[src/rtl/flash_seq_pkg.sv]
package flash_seq_pkg;

  typedef enum logic [3:0] {
    CK_BAD, CK_READ, CK_ID, CK_RESET, CK_PSETUP,
    CK_PCONF, CK_ESETUP, CK_ECONF, CK_STATUS
  } cmd_kind_t;

  typedef enum logic [2:0] {
    PH_IDLE, PH_RD_ADDR, PH_PG_ADDR, PH_PG_NODATA,
    PH_PG_DATA, PH_ER_ADDR, PH_ER_CONF, PH_ID_ADDR
  } phase_t;

  typedef enum logic [1:0] {OM_NONE, OM_STATUS, OM_ID, OM_DATA} out_mode_t;

  typedef enum logic [2:0] {OP_NONE, OP_READ, OP_PROG, OP_ERASE, OP_RST} op_kind_t;

  localparam logic [7:0] C_RD_LO   = 8'h00;
  localparam logic [7:0] C_RD_HI   = 8'h01;
  localparam logic [7:0] C_RD_SP   = 8'h50;
  localparam logic [7:0] C_IDENT   = 8'h90;
  localparam logic [7:0] C_RESET   = 8'hFF;
  localparam logic [7:0] C_PG_SET  = 8'h80;
  localparam logic [7:0] C_PG_GO   = 8'h10;
  localparam logic [7:0] C_ER_SET  = 8'h60;
  localparam logic [7:0] C_ER_GO   = 8'hD0;
  localparam logic [7:0] C_STAT    = 8'h70;

  localparam logic [7:0] MAKER_BYTE = 8'hEC;
  localparam logic [7:0] TAIL_BYTE  = 8'hA5;

  function automatic cmd_kind_t classify(input logic [7:0] code);
    case (code)
      C_RD_LO, C_RD_HI, C_RD_SP: return CK_READ;
      C_IDENT:  return CK_ID;
      C_RESET:  return CK_RESET;
      C_PG_SET: return CK_PSETUP;
      C_PG_GO:  return CK_PCONF;
      C_ER_SET: return CK_ESETUP;
      C_ER_GO:  return CK_ECONF;
      C_STAT:   return CK_STATUS;
      default:  return CK_BAD;
    endcase
  endfunction

  function automatic logic allowed_while_busy(input cmd_kind_t k);
    return (k == CK_STATUS) || (k == CK_RESET);
  endfunction

  function automatic logic [7:0] status_byte(input logic fail, input logic ready,
                                             input logic wp_ok);
    return {wp_ok, ready, 5'b00000, fail};
  endfunction

  function automatic logic [7:0] id_byte(input logic [1:0] idx, input logic [7:0] dev);
    case (idx)
      2'd0:    return MAKER_BYTE;
      2'd1:    return dev;
      2'd2:    return TAIL_BYTE;
      default: return 8'h00;
    endcase
  endfunction

  function automatic int max2(input int a, input int b);
    return (a > b) ? a : b;
  endfunction

endpackage

[src/rtl/flash_cmd_decode.sv]
module flash_cmd_decode
  import flash_seq_pkg::*;
(
  input  logic [7:0] code,
  output cmd_kind_t  kind,
  output logic       busy_ok
);
  always_comb begin
    kind    = classify(code);
    busy_ok = allowed_while_busy(kind);
  end
endmodule

[src/rtl/flash_busy_timer.sv]
module flash_busy_timer #(
  parameter int CW = 8
) (
  input  logic          clk,
  input  logic          rst_n,
  input  logic          load,
  input  logic [CW-1:0] load_val,
  output logic          busy,
  output logic          last
);
  logic [CW-1:0] cnt_q;

  always_ff @(posedge clk or negedge rst_n) begin
    if (!rst_n)              cnt_q <= '0;
    else if (load)           cnt_q <= load_val;
    else if (cnt_q != '0)    cnt_q <= cnt_q - 1'b1;
  end

  assign busy = (cnt_q != '0);
  assign last = (cnt_q == CW'(1)) && !load;
endmodule

[src/rtl/flash_out_sel.sv]
module flash_out_sel
  import flash_seq_pkg::*;
#(
  parameter logic [7:0] DEV_CODE = 8'h75
) (
  input  out_mode_t  mode,
  input  logic [1:0] idx,
  input  logic [7:0] stat,
  output logic [7:0] dout
);
  always_comb begin
    case (mode)
      OM_STATUS: dout = stat;
      OM_ID:     dout = id_byte(idx, DEV_CODE);
      default:   dout = 8'h00;
    endcase
  end
endmodule

[src/rtl/flash_cmd_seq.sv]
module flash_cmd_seq
  import flash_seq_pkg::*;
#(
  parameter int         T_READ     = 20,
  parameter int         T_PROG     = 40,
  parameter int         T_ERASE    = 60,
  parameter int         T_RST_IDLE = 5,
  parameter int         T_RST_BUSY = 12,
  parameter int         COL_CYCLES = 1,
  parameter int         ROW_CYCLES = 2,
  parameter logic [7:0] DEV_CODE   = 8'h75
) (
  input  logic       clk,
  input  logic       rst_n,
  input  logic       cmd_we,
  input  logic       addr_we,
  input  logic       data_we,
  input  logic       rd_stb,
  input  logic [7:0] din,
  input  logic       wp_n,
  input  logic       op_pass,
  output logic       rb_n,
  output logic [7:0] dout,
  output logic       prog_start,
  output logic       erase_start,
  output logic       load_start
);
  localparam int T_MAX    = max2(max2(max2(T_READ, T_PROG), max2(T_ERASE, T_RST_IDLE)), T_RST_BUSY);
  localparam int CW       = $clog2(T_MAX + 1);
  localparam int TOT_ADDR = COL_CYCLES + ROW_CYCLES;
  localparam int ACW      = $clog2(TOT_ADDR + 1);

  function automatic int cycles_needed(input phase_t ph);
    case (ph)
      PH_RD_ADDR, PH_PG_ADDR: return TOT_ADDR;
      PH_ER_ADDR:             return ROW_CYCLES;
      default:                return 1;
    endcase
  endfunction

  cmd_kind_t     ck;
  logic          busy_ok;
  logic          busy, t_last, t_load;
  logic [CW-1:0] t_val;

  phase_t        phase_q, phase_d;
  out_mode_t     mode_q, mode_d;
  op_kind_t      op_q, op_d;
  logic [ACW-1:0] acnt_q, acnt_d;
  logic [1:0]    idx_q, idx_d;
  logic          fail_q, fail_d;
  logic          ps_q, ps_d, es_q, es_d, ls_q, ls_d;

  // named events for the checker
  logic ev_busy_reject;
  logic cmd_ok, addr_ok, data_ok, rd_ok, addr_last;

  flash_cmd_decode u_dec (
    .code    (din),
    .kind    (ck),
    .busy_ok (busy_ok)
  );

  flash_busy_timer #(.CW(CW)) u_tmr (
    .clk      (clk),
    .rst_n    (rst_n),
    .load     (t_load),
    .load_val (t_val),
    .busy     (busy),
    .last     (t_last)
  );

  assign cmd_ok         = cmd_we && (!busy || busy_ok);
  assign ev_busy_reject = cmd_we && busy && !busy_ok;
  assign addr_ok        = addr_we && !cmd_we && !busy;
  assign data_ok        = data_we && !cmd_we && !addr_we && !busy;
  assign rd_ok          = rd_stb && !cmd_we && !addr_we && !data_we;
  assign addr_last      = (int'(acnt_q) == cycles_needed(phase_q) - 1);

  always_comb begin
    phase_d = phase_q;
    mode_d  = mode_q;
    op_d    = op_q;
    acnt_d  = acnt_q;
    idx_d   = idx_q;
    fail_d  = fail_q;
    ps_d    = 1'b0;
    es_d    = 1'b0;
    ls_d    = 1'b0;
    t_load  = 1'b0;
    t_val   = '0;

    if (t_last) begin
      if (op_q == OP_PROG || op_q == OP_ERASE) fail_d = ~op_pass;
      op_d = OP_NONE;
    end

    if (cmd_ok) begin
      case (ck)
        CK_RESET: begin
          phase_d = PH_IDLE;
          mode_d  = OM_NONE;
          fail_d  = 1'b0;
          op_d    = OP_RST;
          t_load  = 1'b1;
          t_val   = busy ? CW'(T_RST_BUSY) : CW'(T_RST_IDLE);
        end
        CK_STATUS: mode_d = OM_STATUS;
        CK_READ: begin
          phase_d = PH_RD_ADDR;
          acnt_d  = '0;
          mode_d  = OM_NONE;
        end
        CK_ID: begin
          phase_d = PH_ID_ADDR;
          mode_d  = OM_NONE;
        end
        CK_PSETUP: begin
          phase_d = PH_PG_ADDR;
          acnt_d  = '0;
          mode_d  = OM_NONE;
        end
        CK_ESETUP: begin
          phase_d = PH_ER_ADDR;
          acnt_d  = '0;
          mode_d  = OM_NONE;
        end
        CK_PCONF: begin
          if (phase_q == PH_PG_DATA && wp_n) begin
            ps_d   = 1'b1;
            op_d   = OP_PROG;
            t_load = 1'b1;
            t_val  = CW'(T_PROG);
          end
          phase_d = PH_IDLE;
          mode_d  = OM_NONE;
        end
        CK_ECONF: begin
          if (phase_q == PH_ER_CONF && wp_n) begin
            es_d   = 1'b1;
            op_d   = OP_ERASE;
            t_load = 1'b1;
            t_val  = CW'(T_ERASE);
          end
          phase_d = PH_IDLE;
          mode_d  = OM_NONE;
        end
        default: ;
      endcase
    end else if (addr_ok) begin
      case (phase_q)
        PH_RD_ADDR: begin
          if (addr_last) begin
            ls_d    = 1'b1;
            op_d    = OP_READ;
            t_load  = 1'b1;
            t_val   = CW'(T_READ);
            mode_d  = OM_DATA;
            phase_d = PH_IDLE;
          end else acnt_d = acnt_q + 1'b1;
        end
        PH_PG_ADDR: begin
          if (addr_last) phase_d = PH_PG_NODATA;
          else           acnt_d  = acnt_q + 1'b1;
        end
        PH_ER_ADDR: begin
          if (addr_last) phase_d = PH_ER_CONF;
          else           acnt_d  = acnt_q + 1'b1;
        end
        PH_ID_ADDR: begin
          if (din == 8'h00) begin
            mode_d = OM_ID;
            idx_d  = 2'd0;
          end
          phase_d = PH_IDLE;
        end
        default: ;
      endcase
    end else if (data_ok) begin
      if (phase_q == PH_PG_NODATA) phase_d = PH_PG_DATA;
    end else if (rd_ok) begin
      if (mode_q == OM_ID && idx_q != 2'd3) idx_d = idx_q + 2'd1;
    end
  end

  always_ff @(posedge clk or negedge rst_n) begin
    if (!rst_n) begin
      phase_q <= PH_IDLE;
      mode_q  <= OM_NONE;
      op_q    <= OP_NONE;
      acnt_q  <= '0;
      idx_q   <= 2'd0;
      fail_q  <= 1'b0;
      ps_q    <= 1'b0;
      es_q    <= 1'b0;
      ls_q    <= 1'b0;
    end else begin
      phase_q <= phase_d;
      mode_q  <= mode_d;
      op_q    <= op_d;
      acnt_q  <= acnt_d;
      idx_q   <= idx_d;
      fail_q  <= fail_d;
      ps_q    <= ps_d;
      es_q    <= es_d;
      ls_q    <= ls_d;
    end
  end

  flash_out_sel #(.DEV_CODE(DEV_CODE)) u_out (
    .mode (mode_q),
    .idx  (idx_q),
    .stat (status_byte(fail_q, ~busy, wp_n)),
    .dout (dout)
  );

  assign rb_n        = ~busy;
  assign prog_start  = ps_q;
  assign erase_start = es_q;
  assign load_start  = ls_q;
endmodule

[config.mk]
export PLATFORM = sky130hd
export DESIGN_NAME = flash_cmd_seq
export DESIGN_NICKNAME = d
export VERILOG_FILES = /design/src/rtl/flash_seq_pkg.sv /design/src/rtl/flash_cmd_decode.sv /design/src/rtl/flash_busy_timer.sv /design/src/rtl/flash_out_sel.sv /design/src/rtl/flash_cmd_seq.sv
export SDC_FILE = /design/constraint.sdc
export NUM_CORES = 1
export LEC_CHECK = 0
export BUFFER_PORTS_ARGS = -buffer_cell sky130_fd_sc_hd__buf_2
export CAP_MARGIN = 20
export CORE_MARGIN = 2
export CORE_UTILIZATION = 44
export DETAILED_ROUTE_END_ITERATION = 12
export PLACE_DENSITY = 0.72
export SLEW_MARGIN = 20
export SYNTH_ARGS = -nofsm -noshare
export SYNTH_HDL_FRONTEND = slang
export SYNTH_HIERARCHICAL = 1
export SYNTH_SLANG_ARGS = --single-unit
[constraint.sdc]
create_clock -name clk -period 2.65 [get_ports clk]
set_clock_uncertainty 0.15 [all_clocks]
set_input_delay 0.53 -clock clk [delete_from_list [all_inputs] [get_ports clk]]
set_output_delay 0.53 -clock clk [all_outputs]
set_load 0.02 [all_outputs]
==> results of run 1 <==
==> cell type report <==
| type | instances | area, um2 |
|---|---|---|
| Tap cell | 50 | 62.6 |
| Fill cell | 386 | 1680 |
| Timing Repair Buffer | 57 | 372 |
| Clock buffer | 4 | 45.0 |
| Sequential cell | 21 | 526 |
| Inverter | 15 | 58.8 |
| Multi-Input combinational cell | 177 | 1290 |
==> timing repair <==
item | CTS | global route
hold buffers | 0 | 0
endpoints found under the setup margin | 1 | 7
buffers inserted | 0 | 4
pin swaps | 0 | 11
resized for setup | 1 | 16
endpoints found under the hold margin | 0 | 0
==> registers in the layout, summed over array words and instances, names as in the netlist, 2 cells and up <==
register / count
u_tmr/cnt_q: 6
phase_q: 3
acnt_q: 2
idx_q: 2
mode_q: 2
op_q: 2
==> cells in the final DEF (no fill, tap or decap), drive strengths merged, types with 5 or more instances in the layout <==
cell / n
a21oi: 10
a22oi: 5
buf: 57
conb: 6
dfrtp: 21
ha: 10
inv: 15
mux2i: 5
nand2: 22
nand2b: 6
nand3: 7
nor2: 21
nor3: 5
nor3b: 5
nor4: 5
o21ai: 10
==> worst max-delay path: cells and delay by family, from the launching register on <==
| kind | cells | cell delay, ns |
|---|---|---|
| AO/OA/AOI/OAI | 1 | 0.18 |
| buffers and inverters | 3 | 0.28 |
| flip-flops | 1 | 0.41 |
| AND/OR/NAND/NOR | 3 | 0.81 |
==> metrics by stage <==
| step | instances | total power [mW] | hold WS, ns | util |
|---|---|---|---|---|
| after floorplan | 223 | 0.927 | 0.0844 | - |
| after global placement | 316 | 1.11 | 0.340 | 0.553 |
| after detailed placement | 316 | 1.14 | 0.347 | 0.553 |
| after CTS | 320 | 1.37 | 0.0886 | 0.564 |
| after global routing | 324 | 1.53 | 0.114 | 0.584 |
| final | 324 | 1.43 | 0.0795 | 0.584 |
==> metal layers <==
| metal | routed length, um | part of all wire |
|---|---|---|
| met5 | 0 | 0 |
| met4 | 44 | 0.0095 |
| met3 | 134 | 0.029 |
| met2 | 2410 | 0.52 |
| met1 | 2060 | 0.44 |
==> cells by family after synthesis <==
| kind of cell | count (synthesis) | share of synthesized area |
|---|---|---|
| multiplexers | 7 | 0.0393 |
| other | 1 | 0.00203 |
| flip-flops | 21 | 0.284 |
| buffers and inverters | 25 | 0.0596 |
| adder cells (fa/ha/maj) | 10 | 0.0677 |
| AO/OA/AOI/OAI | 46 | 0.174 |
| XOR/XNOR | 7 | 0.0332 |
| AND/OR/NAND/NOR | 101 | 0.340 |
==> worst max-delay path by stage <==
| stage | startpoint | to | slack (ns) | depth (start not counted) |
|---|---|---|---|---|
| after floorplan | din[3] | fail_q | -0.17 | 13 |
| after global placement | din[3] | fail_q | -0.14 | 12 |
| after detailed placement | din[3] | fail_q | -0.25 | 12 |
| after CTS | u_tmr/cnt_q[4] | dout[6] | 0.03 | 7 |
| after global routing | u_tmr/cnt_q[2] | u_tmr/cnt_q[4] | -0.08 | 10 |
| final | u_tmr/cnt_q[4] | dout[6] | 0.04 | 7 |
==> power groups by stage <==
stage / logic (mW) / registers, mW / clock network, mW
6_report: 0.724 / 0.489 / 0.216
5_1_grt: 0.789 / 0.499 / 0.238
4_1_cts: 0.648 / 0.491 / 0.227
3_5_place_dp: 0.643 / 0.498 / 0
3_3_place_gp: 0.617 / 0.494 / 0
2_1_floorplan: 0.448 / 0.479 / 0
==> impl_metrics.json, run 1 <==
{
  "finalSetupViolCount": 0,
  "synth_seq_area_share": 0.284,
  "port_buffers": 26,
  "final_period_minus_worst_setup_slack_ns": 2.61,
  "grt.met2_usage": 0.380,
  "clock_tree.root_cell": "sky130_fd_sc_hd__clkbuf_8",
  "internal-power_mw": 0.860,
  "synth.avg_cell_area_um2": 8.48,
  "maximum_frequency_from_static_timing_analysis_ghz": 0.384,
  "grt_first_pass_wirelength_um": 7510,
  "syn-cell-area_um2": 1850,
  "globalRouteMet3Util": 0.0244,
  "floorplan.initialDensity": 0.459,
  "yosys.cell_count.top_type": "sky130_fd_sc_hd__nand2_1",
  "worst_r2r_path_depth": 10,
  "setup_tns_ns": 0,
  "synth_enable_flop_cells": 0,
  "dp_slack_ns": -0.247,
  "vdd_ir_drop_max_uv": 225,
  "worst-setup-path-type": "flop to output port",
  "placement_stage_cell_area_um2": 2230,
  "clkSlewWorstSetupHoldPaths_ns": 0.08,
  "cp-start-kind": "flop",
  "crit_path_end_kind": "output port",
  "cts.htree.levels": 1,
  "critical_path_maximum_fanout": 6,
  "worstSkewPairLatency_ns": 0.26,
  "ys_types": 67,
  "max-slew-margin-rel": 0.654,
  "grt_max_degree": 22,
  "p_comb_frac": 0.506,
  "yosys_most_used_dff": "sky130_fd_sc_hd__dfrtp_1",
  "coreArea_um2": 4030,
  "layout.nets": 301,
  "synth_top_area_frac": 0.284,
  "crit-reg2reg-launch": "u_tmr/cnt_q[4]",
  "async_reset_ff_frac": 1.00,
  "timing.max_cap.violations": 0,
  "worst_path_max_delay_cell": "sky130_fd_sc_hd__or4_4",
  "cp_cell_sequence": "or4_4 -> nor2_4 -> inv_4 -> inv_2 -> nand2_2 -> a21oi_2 -> buf_6",
  "buffer_depth_of_the_longest_clock_path": 2,
  "drcViolationCount": 0,
  "final-max-slew-violation-count": 0,
  "clock_tree_from_tritoncts": "yes",
  "layout_worst_path_cycle_share": 0.984,
  "static-leakage-power_nw": 1.07,
  "hold_path_class": "input port to async pin",
  "reg2reg_slack_ns": 0.05,
  "timing.rr.end": "u_tmr/cnt_q[3]",
  "status": "finished, final reports clean",
  "grt_util_all_layers": 0.211,
  "wl_per_cell_um": 14.4,
  "sequentialPowerShare": 0.342,
  "firstDrtPassIters": 4,
  "sinks_on_the_clock_net": 21,
  "routed-via-count": 1791,
  "timing.critical_path.slowest_cell_delay_ns": 0.56,
  "die_area_um2": 4730,
  "num_io_pins": 28,
  "max_slew.worst_pin.slew_ns": 0.519,
  "areaGrowthSynthToFinish_pct": 27.3,
  "drtIter0Drc": 59,
  "detailedPlacementHpwl_um": 3530,
  "gr-total-overflow": 0,
  "synthTopCellsByCount": "sky130_fd_sc_hd__nand2_1, sky130_fd_sc_hd__dfrtp_1, sky130_fd_sc_hd__nor2_1",
  "post_route_cells_drive_above_1_share": 0.336,
  "vias_per_cell": 5.53,
  "synth_top_cells_by_area": "sky130_fd_sc_hd__dfrtp_1, sky130_fd_sc_hd__ha_1, sky130_fd_sc_hd__nand2_1, sky130_fd_sc_hd__nor2_1, sky130_fd_sc_hd__inv_1",
  "power.density_cell_area_nw_per_um2": 608,
  "power.switching_mw": 0.570,
  "dieHeight_um": 68.8,
  "finalWirelength_um": 4650,
  "yosysTopAreaCell": "sky130_fd_sc_hd__dfrtp_1",
  "first_global_vias": 1704,
  "ys_ff_latch": 21,
  "yosys_warnings": 6,
  "final.setup.worst_slack_ns": 0.0426,
  "fp-row-count": 23,
  "final_design_area_no_fill_um2": 2350,
  "cts_inserted_buffers": 3,
  "worst_ep_arrival_time_ns": 1.93,
  "routabilityCongestion": 0.859,
  "diodes_inserted": 0,
  "clock_power_share": 0.151,
  "globalRouteMet1Util": 0.261,
  "unrepaired_setup_endpoints_after_global_routing": "true",
  "antenna_violating_nets_post_route": 0,
  "switching_share": 0.399,
  "critPathRequiredTime_ns": 1.97,
  "final-hold-violation-count": 0,
  "grt_most_used_layer": "met2",
  "initial_antenna_violation_count": 0,
  "synthCells": 218,
  "die_w_um": 68.8
}
No activity file was read; power rests on OpenSTA's default activity.
==> run 2: changes to the inputs <==
--- a/config.mk
+++ b/config.mk
@@ -7,7 +7,6 @@
 export LEC_CHECK = 0
 export BUFFER_PORTS_ARGS = -buffer_cell sky130_fd_sc_hd__buf_2
 export CAP_MARGIN = 20
-export CORE_MARGIN = 2
 export CORE_UTILIZATION = 44
 export DETAILED_ROUTE_END_ITERATION = 12
 export PLACE_DENSITY = 0.72
==> impl_metrics.json, run 2 (synthesis results as in run 1) <==
{
  "cts.hold.buffers_added": 0,
  "cts_inserted_buffers": 3,
  "max-slew-margin-rel": 0.676,
  "fp-row-count": 23,
  "antenna_violating_nets_post_route": 0,
  "cp_cell_sequence": "or4_4 -> nor2_4 -> inv_4 -> inv_1 -> nand2_1 -> a21oi_1 -> buf_4",
  "floorplan.initialDensity": 0.459,
  "timing.max_cap.violations": 0,
  "final-max-slew-violation-count": 0,
  "areaGrowthSynthToFinish_pct": 26.2,
  "final_design_area_no_fill_um2": 2330,
  "clkSlewWorstSetupHoldPaths_ns": 0.08,
  "setup_tns_ns": 0,
  "unrepaired_setup_endpoints_after_global_routing": "true",
  "gr-total-overflow": 0,
  "worst-setup-path-type": "flop to output port",
  "layout_worst_path_cycle_share": 0.963,
  "dieHeight_um": 66.8,
  "crit-reg2reg-launch": "u_tmr/cnt_q[2]",
  "static-leakage-power_nw": 1.07,
  "grt_max_degree": 22,
  "num_io_pins": 28,
  "worst_path_max_delay_cell": "sky130_fd_sc_hd__or4_4",
  "buffer_depth_of_the_longest_clock_path": 2,
  "routed-via-count": 1752,
  "met2_wl_post_dr_um": 2100,
  "max_flop_register": "u_tmr/cnt_q",
  "drtIter0Drc": 82,
  "crit_path_end_kind": "output port",
  "routed.top_layer": "met4",
  "maximum_frequency_from_static_timing_analysis_ghz": 0.392,
  "post_route_cells_drive_above_1_share": 0.321,
  "firstDrtPassIters": 5,
  "critPathRequiredTime_ns": 1.97,
  "timing.critical_path.slowest_cell_delay_ns": 0.59,
  "finalWirelength_um": 4260,
  "worstSetupStartpoint": "u_tmr/cnt_q[2]",
  "status": "finished, final reports clean",
  "first_global_vias": 1602,
  "sinks_on_the_clock_net": 21,
  "port_buffers": 26,
  "initial_antenna_violation_count": 0,
  "final-hold-violation-count": 0,
  "worstSkewPairLatency_ns": 0.26,
  "worst_r2r_path_depth": 10,
  "wl_met3_um": 148,
  "wl_per_cell_um": 13.1,
  "clock_tree_from_tritoncts": "yes",
  "final_cell_count_no_fill": 324,
  "routabilityCongestion": 0.818,
  "diodes_inserted": 0,
  "final_period_minus_worst_setup_slack_ns": 2.55,
  "biggestRegsByFlops": "u_tmr/cnt_q (6), phase_q (3)",
  "clock_tree.root_cell": "sky130_fd_sc_hd__clkbuf_8",
  "grt_util_all_layers": 0.204,
  "layout_commonest_cell": "sky130_fd_sc_hd__buf_4",
  "vdd_ir_drop_max_uv": 293,
  "report.power.total_mw": 1.37,
  "grt_first_pass_wirelength_um": 6970,
  "max_slew.worst_pin.slew_ns": 0.480,
  "die_w_um": 66.8,
  "worst_ep_arrival_time_ns": 1.87,
  "largest_register_ffs": 6,
  "drcViolationCount": 0,
  "cts.htree.levels": 1,
  "reg2reg_slack_ns": 0.13,
  "finalSetupViolCount": 0,
  "timing.rr.end": "u_tmr/cnt_q[3]",
  "placement_stage_cell_area_um2": 2230,
  "critical_path_maximum_fanout": 6,
  "wl_met1_um": 1930,
  "cp-start-kind": "flop",
  "dp_slack_ns": -0.227,
  "power.density_cell_area_nw_per_um2": 588,
  "placed_cells": 317,
  "layout.nets": 301,
  "die_area_um2": 4460,
  "detailedPlacementHpwl_um": 3380,
  "coreArea_um2": 4030,
  "final.setup.worst_slack_ns": 0.0993,
  "hold_path_class": "input port to async pin",
  "vias_per_cell": 5.41,
  "most-common-layout-cells": "sky130_fd_sc_hd__buf_4, sky130_fd_sc_hd__buf_2, sky130_fd_sc_hd__nand2_1, sky130_fd_sc_hd__dfrtp_1, sky130_fd_sc_hd__nor2_1"
}
[run 2: worst max path at each step]
stage / end / cells past startpoint
2_1_floorplan: fail_q / 13
3_3_place_gp: fail_q / 12
3_5_place_dp: fail_q / 12
4_1_cts: fail_q / 12
5_1_grt: fail_q / 12
6_report: dout[6] / 7
[run 2: what timing repair did]
item | 4_1_cts | 5_1_grt
pin swaps | 0 | 5
endpoints found under the hold margin | 0 | 0
resized for setup | 1 | 10
endpoints found under the setup margin | 1 | 7
setup buffers | 0 | 3
[run 2: per-stage QoR]
stage                util  hold WS, ns
floorplan               -       0.0844
global placement    0.555        0.341
detailed placement  0.555        0.358
CTS                 0.566       0.0858
global route        0.579        0.103
finish              0.579       0.0758
[run 2: power by group]
part / total [mW] / leakage [nW] / switching, mW / internal, mW
clock network: 0.208 / 0.0228 / 0.101 / 0.107
registers: 0.478 / 0.274 / 0.0780 / 0.400
logic: 0.685 / 0.772 / 0.355 / 0.330
[run 2: area by class of cell]
| type | instances | area, um2 |
|---|---|---|
| inverters | 15 | 58.8 |
| well taps | 50 | 62.6 |
| repair buffers | 57 | 372 |
| flip-flops and latches | 21 | 526 |
| multi-input cells | 177 | 1270 |
| fillers | 376 | 1700 |
| clock buffers | 4 | 45.0 |
[run 2: critical path: cells and delay by family, from the launching register on]
kind	cells	cell delay (ns)
AND/OR/NAND/NOR	3	0.80
buffers and inverters	3	0.31
flip-flops	1	0.38
AO/OA/AOI/OAI	1	0.13
[run 2: metal layers]
metal  vias to the layer above  GRT usage
li1                        891          -
met5                         -          0
met3                         8     0.0291
met4                         0     0.0612
met1                       821      0.256
met2                        32      0.357
